===== src/rtl/spr_pkg.sv =====
package spr_pkg;

    // Segment event produced by the peak tracker, consumed by the write port
    typedef enum logic [1:0] {
        EVT_NONE = 2'd0,
        EVT_SEG  = 2'd1,
        EVT_WRAP = 2'd2
    } evt_e;

endpackage


===== src/rtl/spr_code_sync.sv =====
module spr_code_sync #(
    parameter int ADDR_W = 10,
    parameter int AMP_W  = 8,
    parameter int STAGES = 2
) (
    input  logic              clk_i,
    input  logic              rst_i,
    input  logic [ADDR_W-1:0] code_i,
    input  logic [AMP_W-1:0]  amp_i,
    input  logic              vld_i,
    output logic [ADDR_W-1:0] code_o,
    output logic [AMP_W-1:0]  amp_o,
    output logic              vld_o,
    output logic              live_o
);

    localparam int LAST = STAGES - 1;

    typedef struct packed {
        logic [STAGES-1:0][ADDR_W-1:0] code;
        logic [STAGES-1:0][AMP_W-1:0]  amp;
        logic [STAGES-1:0]             vld;
        logic [STAGES-1:0]             live;
    } sync_t;

    sync_t st_d, st_q;

    always_comb begin
        st_d = st_q;
        st_d.code[0] = code_i;
        st_d.amp[0]  = amp_i;
        st_d.vld[0]  = vld_i;
        st_d.live[0] = 1'b1;
        for (int i = 1; i < STAGES; i++) begin
            st_d.code[i] = st_q.code[i-1];
            st_d.amp[i]  = st_q.amp[i-1];
            st_d.vld[i]  = st_q.vld[i-1];
            st_d.live[i] = st_q.live[i-1];
        end
        if (rst_i) begin
            st_d = '0;
        end
    end

    always_ff @(posedge clk_i) begin
        st_q <= st_d;
    end

    assign code_o = st_q.code[LAST];
    assign amp_o  = st_q.amp[LAST];
    assign vld_o  = st_q.vld[LAST];
    assign live_o = st_q.live[LAST];

    // once the pipeline has filled it stays filled until reset
    AST_LIVE_STICKY: assert property (@(posedge clk_i) disable iff (rst_i)
        live_o |=> live_o);

endmodule


===== src/rtl/spr_peak_track.sv =====
module spr_peak_track
    import spr_pkg::*;
#(
    parameter int ADDR_W = 10,
    parameter int AMP_W  = 8
) (
    input  logic              clk_i,
    input  logic              rst_i,
    input  logic [ADDR_W-1:0] code_i,
    input  logic [AMP_W-1:0]  amp_i,
    input  logic              vld_i,
    input  logic              live_i,
    output logic [ADDR_W-1:0] seg_code_o,
    output logic [AMP_W-1:0]  peak_o,
    output evt_e              evt_o,
    output logic              primed_o
);

    localparam logic [ADDR_W-1:0] LAST_CODE  = {ADDR_W{1'b1}};
    localparam logic [ADDR_W-1:0] FIRST_CODE = '0;

    typedef struct packed {
        logic [ADDR_W-1:0] seg;
        logic [AMP_W-1:0]  peak;
        logic              primed;
    } trk_t;

    trk_t trk_d, trk_q;
    logic             moved;
    logic             wrapped;
    logic [AMP_W-1:0] seed;

    always_comb begin
        moved   = live_i && trk_q.primed && (code_i != trk_q.seg);
        wrapped = moved && (trk_q.seg == LAST_CODE) && (code_i == FIRST_CODE);
        seed    = vld_i ? amp_i : '0;

        if (wrapped) begin
            evt_o = EVT_WRAP;
        end else if (moved) begin
            evt_o = EVT_SEG;
        end else begin
            evt_o = EVT_NONE;
        end

        trk_d = trk_q;
        if (rst_i) begin
            trk_d = '0;
        end else if (live_i && !trk_q.primed) begin
            trk_d.primed = 1'b1;
            trk_d.seg    = code_i;
            trk_d.peak   = seed;
        end else if (moved) begin
            trk_d.seg  = code_i;
            trk_d.peak = seed;
        end else if (trk_q.primed && vld_i && (amp_i > trk_q.peak)) begin
            trk_d.peak = amp_i;
        end
    end

    always_ff @(posedge clk_i) begin
        trk_q <= trk_d;
    end

    assign seg_code_o = trk_q.seg;
    assign peak_o     = trk_q.peak;
    assign primed_o   = trk_q.primed;

    AST_PEAK_MONOTONIC: assert property (@(posedge clk_i) disable iff (rst_i)
        (trk_q.primed && evt_o == EVT_NONE) |=> (trk_q.peak >= $past(trk_q.peak)));

    AST_INVALID_IGNORED: assert property (@(posedge clk_i) disable iff (rst_i)
        (trk_q.primed && evt_o == EVT_NONE && !vld_i) |=> $stable(trk_q.peak));

    AST_SEG_FOLLOWS: assert property (@(posedge clk_i) disable iff (rst_i)
        (evt_o != EVT_NONE) |=> (trk_q.seg == $past(code_i)));

endmodule


===== src/rtl/spr_write_port.sv =====
module spr_write_port
    import spr_pkg::*;
#(
    parameter int ADDR_W = 10,
    parameter int AMP_W  = 8
) (
    input  logic              clk_i,
    input  logic              rst_i,
    input  evt_e              evt_i,
    input  logic [ADDR_W-1:0] seg_code_i,
    input  logic [AMP_W-1:0]  peak_i,
    output logic              we_n_o,
    output logic [ADDR_W-1:0] addr_o,
    output logic [AMP_W-1:0]  data_o,
    output logic              done_o
);

    localparam logic [ADDR_W-1:0] LAST_CODE = {ADDR_W{1'b1}};

    typedef struct packed {
        logic              we_n;
        logic [ADDR_W-1:0] addr;
        logic [AMP_W-1:0]  data;
        logic              done;
    } wr_t;

    wr_t wr_d, wr_q;

    always_comb begin
        wr_d      = wr_q;
        wr_d.we_n = (evt_i == EVT_NONE);
        wr_d.addr = seg_code_i;
        wr_d.data = peak_i;
        wr_d.done = (evt_i == EVT_WRAP);
        if (rst_i) begin
            wr_d      = '0;
            wr_d.we_n = 1'b1;
        end
    end

    always_ff @(posedge clk_i) begin
        wr_q <= wr_d;
    end

    assign we_n_o = wr_q.we_n;
    assign addr_o = wr_q.addr;
    assign data_o = wr_q.data;
    assign done_o = wr_q.done;

    AST_DONE_ON_LAST: assert property (@(posedge clk_i) disable iff (rst_i)
        done_o |-> (!we_n_o && addr_o == LAST_CODE));

    AST_DONE_SINGLE: assert property (@(posedge clk_i) disable iff (rst_i)
        done_o |=> !done_o);

    AST_QUIET_AFTER_RESET: assert property (@(posedge clk_i) disable iff (rst_i)
        $past(rst_i) |-> we_n_o);

endmodule


===== src/rtl/sweep_peak_recorder.sv =====
module sweep_peak_recorder
    import spr_pkg::*;
#(
    parameter int ADDR_W      = 10,
    parameter int AMP_W       = 8,
    parameter int SYNC_STAGES = 2
) (
    input  logic              clk,
    input  logic              rst,
    input  logic [ADDR_W-1:0] pos_code,
    input  logic [AMP_W-1:0]  amp_data,
    input  logic              amp_valid,
    output logic              mem_we_n,
    output logic [ADDR_W-1:0] mem_addr,
    output logic [AMP_W-1:0]  mem_wdata,
    output logic              sweep_done,
    output logic              busy
);

    logic [ADDR_W-1:0] s_code;
    logic [AMP_W-1:0]  s_amp;
    logic              s_vld;
    logic              s_live;
    logic [ADDR_W-1:0] seg_code;
    logic [AMP_W-1:0]  seg_peak;
    evt_e              seg_evt;
    logic              primed;

    spr_code_sync #(
        .ADDR_W (ADDR_W),
        .AMP_W  (AMP_W),
        .STAGES (SYNC_STAGES)
    ) u_sync (
        .clk_i  (clk),
        .rst_i  (rst),
        .code_i (pos_code),
        .amp_i  (amp_data),
        .vld_i  (amp_valid),
        .code_o (s_code),
        .amp_o  (s_amp),
        .vld_o  (s_vld),
        .live_o (s_live)
    );

    spr_peak_track #(
        .ADDR_W (ADDR_W),
        .AMP_W  (AMP_W)
    ) u_track (
        .clk_i      (clk),
        .rst_i      (rst),
        .code_i     (s_code),
        .amp_i      (s_amp),
        .vld_i      (s_vld),
        .live_i     (s_live),
        .seg_code_o (seg_code),
        .peak_o     (seg_peak),
        .evt_o      (seg_evt),
        .primed_o   (primed)
    );

    spr_write_port #(
        .ADDR_W (ADDR_W),
        .AMP_W  (AMP_W)
    ) u_wport (
        .clk_i      (clk),
        .rst_i      (rst),
        .evt_i      (seg_evt),
        .seg_code_i (seg_code),
        .peak_i     (seg_peak),
        .we_n_o     (mem_we_n),
        .addr_o     (mem_addr),
        .data_o     (mem_wdata),
        .done_o     (sweep_done)
    );

    assign busy = primed;

    AST_ADDR_PREVIOUS: assert property (@(posedge clk) disable iff (rst)
        (seg_evt != EVT_NONE) |=> (!mem_we_n && mem_addr == $past(seg_code)));

    AST_STILL_NO_WRITE: assert property (@(posedge clk) disable iff (rst)
        (seg_evt == EVT_NONE) |=> mem_we_n);

    AST_IDLE_NO_WRITE: assert property (@(posedge clk) disable iff (rst)
        !busy |-> mem_we_n);

endmodule


===== config.mk =====
export PLATFORM = sky130hd
export DESIGN_NAME = sweep_peak_recorder
export DESIGN_NICKNAME = d
export VERILOG_FILES = /design/src/rtl/spr_pkg.sv /design/src/rtl/spr_code_sync.sv /design/src/rtl/spr_peak_track.sv /design/src/rtl/spr_write_port.sv /design/src/rtl/sweep_peak_recorder.sv
export SDC_FILE = /design/constraint.sdc
export NUM_CORES = 1
export LEC_CHECK = 0
export BUFFER_PORTS_ARGS = -buffer_cell sky130_fd_sc_hd__buf_4
export CAP_MARGIN = 15
export CORE_MARGIN = 1.5
export CORE_UTILIZATION = 59
export CTS_CLUSTER_DIAMETER = 30
export CTS_CLUSTER_SIZE = 40
export DETAILED_ROUTE_END_ITERATION = 16
export PLACE_DENSITY = 0.89
export RECOVER_POWER = 100
export SLEW_MARGIN = 20
export SYNTH_ARGS = -nofsm -noshare
export SYNTH_HDL_FRONTEND = slang
export SYNTH_SLANG_ARGS = --single-unit
export TNS_END_PERCENT = 5

===== constraint.sdc =====
create_clock -name clk -period 3.5 [get_ports clk]
set_input_delay 0.175 -clock clk [delete_from_list [all_inputs] [get_ports clk]]
set_output_delay 0.175 -clock clk [all_outputs]
set_load 0.01 [all_outputs]

# After elaboration in Yosys (flattened, before gate mapping)
# Index checks and enable logic that the tools add are counted.
# totals
in_bits	21
regBits	79
out_inout_bits	21
# op_classes
n_reduce_logical	12
mux	8
n_eq_ne	3
n_lt_le_gt_ge	1
# ops
cell	n
2-to-1 mux 8 bit	3
2-to-1 mux 18 bit	1
== test 10 bit, second input constant	1
zero test 10 bit	1
2-to-1 mux 10 bit	1
inequality test 10 bit	1
greater-than comparator 8 bit	1
logical AND 1 bit	7
nonzero test 3 bit	1
== test 2 bit, second input constant	1
zero test 2 bit	1
2-to-1 mux 1 bit	2
2-to-1 mux 2 bit	1
nonzero test 2 bit	1
zero test 1 bit	1

# Logic depth before layout (Yosys ltp)
# depth
ltp_word	6
depth_mapped	7
mapped_depth_nobuf	7

# Modules after synthesis
# From an unflattened synthesis, not the netlist that was laid out.
# hier_totals
hier_cells	287
area_unflattened_um2	3136.8
# by_module_without_submodules
module	area_per_inst_um2	n_inst	cells_each	seq_area_each_um2
spr_peak_track	1297.5	1	143	380.4
spr_code_sync	1293.7	1	102	800.8
spr_write_port	545.5	1	42	400.4

# Least setup slack after synthesis
# OpenSTA, ideal clock, no wires.
# synth_path
path_type	register -> register
startpoint	register u_track.trk_q, in the netlist u_track.seg_code_o[4]
endpoint	register u_track.trk_q, in the netlist u_track.peak_o[0]
period_less_slack_ns	1.886
path_buffers	0
path_slack_ns	1.614
t_arrival_ns	1.765
setup_ns	0.121
stages_incl_launch_ff	6
path_cell_list	dfxtp_1 xor2_1 nor4_2 a41oi_4 a21oi_4 mux2_2
# synth_between
elab_chain_len	4
elab_cells_between_ends	5
classes_between	1 x eq/ne; 2 x mux; 2 x reduce/logical
# synth_lines
item	line_no	source
start: declaration	spr_peak_track.sv:28	trk_t trk_d, trk_q;
start signal: assignment	spr_peak_track.sv:62	trk_q <= trk_d;
inequality test 10 bit *	spr_peak_track.sv:34	moved = live_i && trk_q.primed && (code_i != trk_q.seg);
logical AND 1 bit *	spr_peak_track.sv:34	
2-to-1 mux 8 bit	spr_peak_track.sv:53	end else if (moved) begin
2-to-1 mux 18 bit	spr_peak_track.sv:49	end else if (live_i && !trk_q.primed) begin
# Every way passes the cells marked *; elsewhere a longest branch is shown, timed or not.
# A chain may end at the register's enable or synchronous reset.

# Final worst setup path
# layout_path
startpoint	register u_track.trk_q, in the netlist u_track.seg_code_o[4]
endpoint	register u_track.trk_q, in the netlist u_track.peak_o[7]
# The elaborated chain is that of the path after synthesis.

==> impl_metrics.py <==
metrics = {
    "status": {
        "outcome": "complete, no violations",
    },
    "yosys": {
        "synthesis.area_mm2": 0.00273,
        "seq_area_frac_synth_pct": 57.9,
        "syn_inst": 253,
        "syn_area_per_cell_um2": 10.8,
        "yosys_warnings": 0,
        "ys_ff_latch": 79,
        "ys_types": 31,
        "syn_nets": 282,
    },
    "clocking": {
        "cts_setup_buffers": 0,
        "cts_hold_buf": 0,
        "cts.sinks": 79,
        "cts_tree": "yes",
        "cts_resized": 0,
        "insertion_delay_ns": 0.34,
        "clk_pin_slew_ns": 0.07,
        "ctsLongestPathBuffers": 2,
        "cts_root_buffer": "clkbuf_8",
        "htreeDepth": 3,
        "cts_buffers": 9,
    },
    "route": {
        "wire_per_inst_um": 12.7,
        "ant_nets": 0,
        "drt_iter0_markers": 157,
        "dr.pass1.iters": 4,
        "wirelength_um": 4450,
        "via_per_inst": 5.02,
        "drc_errors": 0,
        "vias": 1752,
    },
    "pwr": {
        "leakage_nw": 1.34,
        "powerDensity_mw_per_mm2": 511,
        "finalPower_mw": 1.59,
        "vdd_drop_max_v": 0.000380,
    },
    "cells_and_area": {
        "layout_commonest_cell": "dfxtp_1",
        "drive_gt1_share_pct": 13.8,
        "mostFrequentLayoutCells": "dfxtp_1, nor2b_1, clkbuf_1, buf_4, nand2_1",
        "fillers": 341,
        "syn_to_final_growth_pct": 13.7,
        "diodes": 0,
        "fin_nets": 323,
    },
    "floorplan": {
        "die_w_um": 71.1,
        "rows": 24,
        "start_util_pct": 61.9,
        "ios": 42,
        "die_height_um": 71.1,
        "die_area_mm2": 0.00505,
        "core_mm2": 0.00441,
    },
    "placement": {
        "place.detailed.hpwl_um": 2950,
        "globalplace.congestion": 0.829,
        "portBuffers": 41,
    },
    "critical_path": {
        "arrival_ns": 2.76,
        "slowest_stage": "nor4_1",
        "r2r_start": "u_track.seg_code_o[4]",
        "path_max_fanout": 9,
        "startpoint_type": "flip-flop",
        "critPathKind": "flip-flop to flip-flop",
        "r2r_end": "u_track.peak_o[7]",
        "crit_required_ns": 3.73,
        "cp-end-kind": "flip-flop",
        "max_stage_delay_ns": 0.54,
        "reg2regPathDepth": 5,
        "cp_cell_sequence": "xor2_1 > nor4_1 > a41oi_1 > a21oi_4 > mux2_2",
        "rrSetupSlack_ns": 0.97,
    },
    "min_path": {
        "hold_depth": 2,
        "holdPathEnd": "u_sync.st_q[8]",
        "hold_start": "amp_data[4]",
        "hp-class": "input pin to flip-flop",
    },
    "grt": {
        "grt_overflow_total": 0,
        "grt_usage_pct": 18.7,
        "grt_pass1_wl_um": 7310,
        "grt_pass1_vias": 1659,
        "antenna_found_initial": 0,
        "grt_max_degree": 70,
    },
    "timing": {
        "clock.fmax_mhz": 395,
        "fin_skew_ns": 0.00929,
        "period_share_pct": 72.3,
        "max-slew-margin-rel_pct": 40.2,
        "worst_pin_slew_ns": 0.885,
        "final.setup.tns_ns": 0,
        "finalHoldViolCount": 0,
        "final_max_slew_viol_count": 0,
        "grt_setup_unrepaired": "no",
        "setup_viol": 0,
        "fin_crit_ns": 2.53,
    },
    "run": {
        "maxCapViolCount": 0,
    },
}
==> how the worst max path moves through the flow <==
stage | start | endpoint | slack (ns) | depth (start not counted)
6_report | u_track.seg_code_o[4] | u_track.peak_o[7] | 0.97 | 5
5_1_grt | u_track.seg_code_o[4] | u_track.peak_o[6] | 0.84 | 5
4_1_cts | u_track.seg_code_o[4] | u_track.peak_o[7] | 1.38 | 5
3_5_place_dp | u_track.seg_code_o[4] | u_track.peak_o[7] | 1.39 | 5
3_3_place_gp | u_track.seg_code_o[4] | u_track.peak_o[0] | 1.50 | 5
2_1_floorplan | u_track.seg_code_o[4] | u_track.peak_o[0] | 1.61 | 5
==> logic make-up after synthesis <==
kind of cell	Yosys count	share of synthesized area [%]
buffers and inverters	21	3.07
multiplexers	10	3.94
AO/OA/AOI/OAI	27	8.06
XOR/XNOR	10	3.20
flip-flops	79	57.9
AND/OR/NAND/NOR	98	20.2
adder cells (fa/ha/maj)	8	3.66
==> metrics by stage <==
step / setup slack [ns] / utilization, % / hold WS [ns] / cells / instance area [um2]
2_1_floorplan: 1.61 / - / 0.255 / 253 / 2730
3_3_place_gp: 1.50 / 69.3 / 0.383 / 335 / 3060
3_5_place_dp: 1.39 / 69.3 / 0.389 / 335 / 3060
4_1_cts: 1.38 / 72.8 / 0.0303 / 349 / 3210
5_1_grt: 0.844 / 70.4 / 0.0319 / 349 / 3110
6_report: 0.969 / 70.4 / 0.0371 / 349 / 3110
==> where the power goes <==
group	leakage [nW]	switching, mW	internal (mW)	total (mW)
combinational	0.617	0.0513	0.0486	0.0998
sequential	0.646	0.0174	0.927	0.944
clock	0.0740	0.297	0.247	0.543
total	1.34	0.365	1.22	1.59
==> cells in the mapped netlist (all sizes together) <==
cell type | n | area (um2)
nand4b | 1 | 8.76
o21bai | 1 | 7.51
nor4bb | 2 | 20.0
nand4 | 2 | 12.5
o21ai | 2 | 10.0
nor4b | 1 | 8.76
a41oi | 1 | 27.5
clkbuf | 8 | 30.0
o211ai | 2 | 15.0
inv | 9 | 33.8
a21o | 2 | 15.0
a41o | 1 | 10.0
mux2 | 6 | 67.6
dfxtp | 79 | 1580
nor2 | 13 | 48.8
o211a | 6 | 60.1
ha | 8 | 100
nor2b | 52 | 325
clkinv | 1 | 3.75
nand3 | 5 | 25.0
nor4 | 3 | 31.3
buf | 3 | 16.3
o311ai | 1 | 8.76
a21oi | 11 | 66.3
mux2i | 4 | 40.0
nand2 | 19 | 71.3
xor2 | 10 | 87.6
==> critical path, delay by kind of cell (launching register included) <==
family | cells | cell delay, ns
simple gates | 1 | 0.54
xor+xnor | 1 | 0.18
flops | 1 | 0.35
mux | 1 | 0.38
compound gates | 2 | 0.97
==> area by class of cell <==
class,instances,area (um2),area share (%)
clock buffers,10,128,4.11
well taps,52,65.1,2.09
repair buffers,41,229,7.37
multi-input cells,153,1040,33.5
inverters,10,37.5,1.21
flip-flops and latches,79,1580,50.9
clock inverters,4,25.0,0.805
==> state kept, by name, indices dropped and copies added (netlist names) <==
name	flops
u_sync.st_q	20
u_sync.code_o	10
u_track.seg_code_o	10
u_wport.addr_o	10
u_sync.amp_o	8
u_track.peak_o	8
u_wport.data_o	8
u_sync.live_o	1
u_sync.vld_o	1
u_track.primed_o	1
u_wport.done_o	1
u_wport.we_n_o	1
==> routing by layer <==
layer	vias up	global-route usage [%]	wire length, um
li1	907	-	-
met1	780	24.0	2100
met2	57	28.7	2020
met3	8	6.41	238
met4	0	8.39	85
met5	-	0	0
No activity file was read; power rests on OpenSTA's default activity.
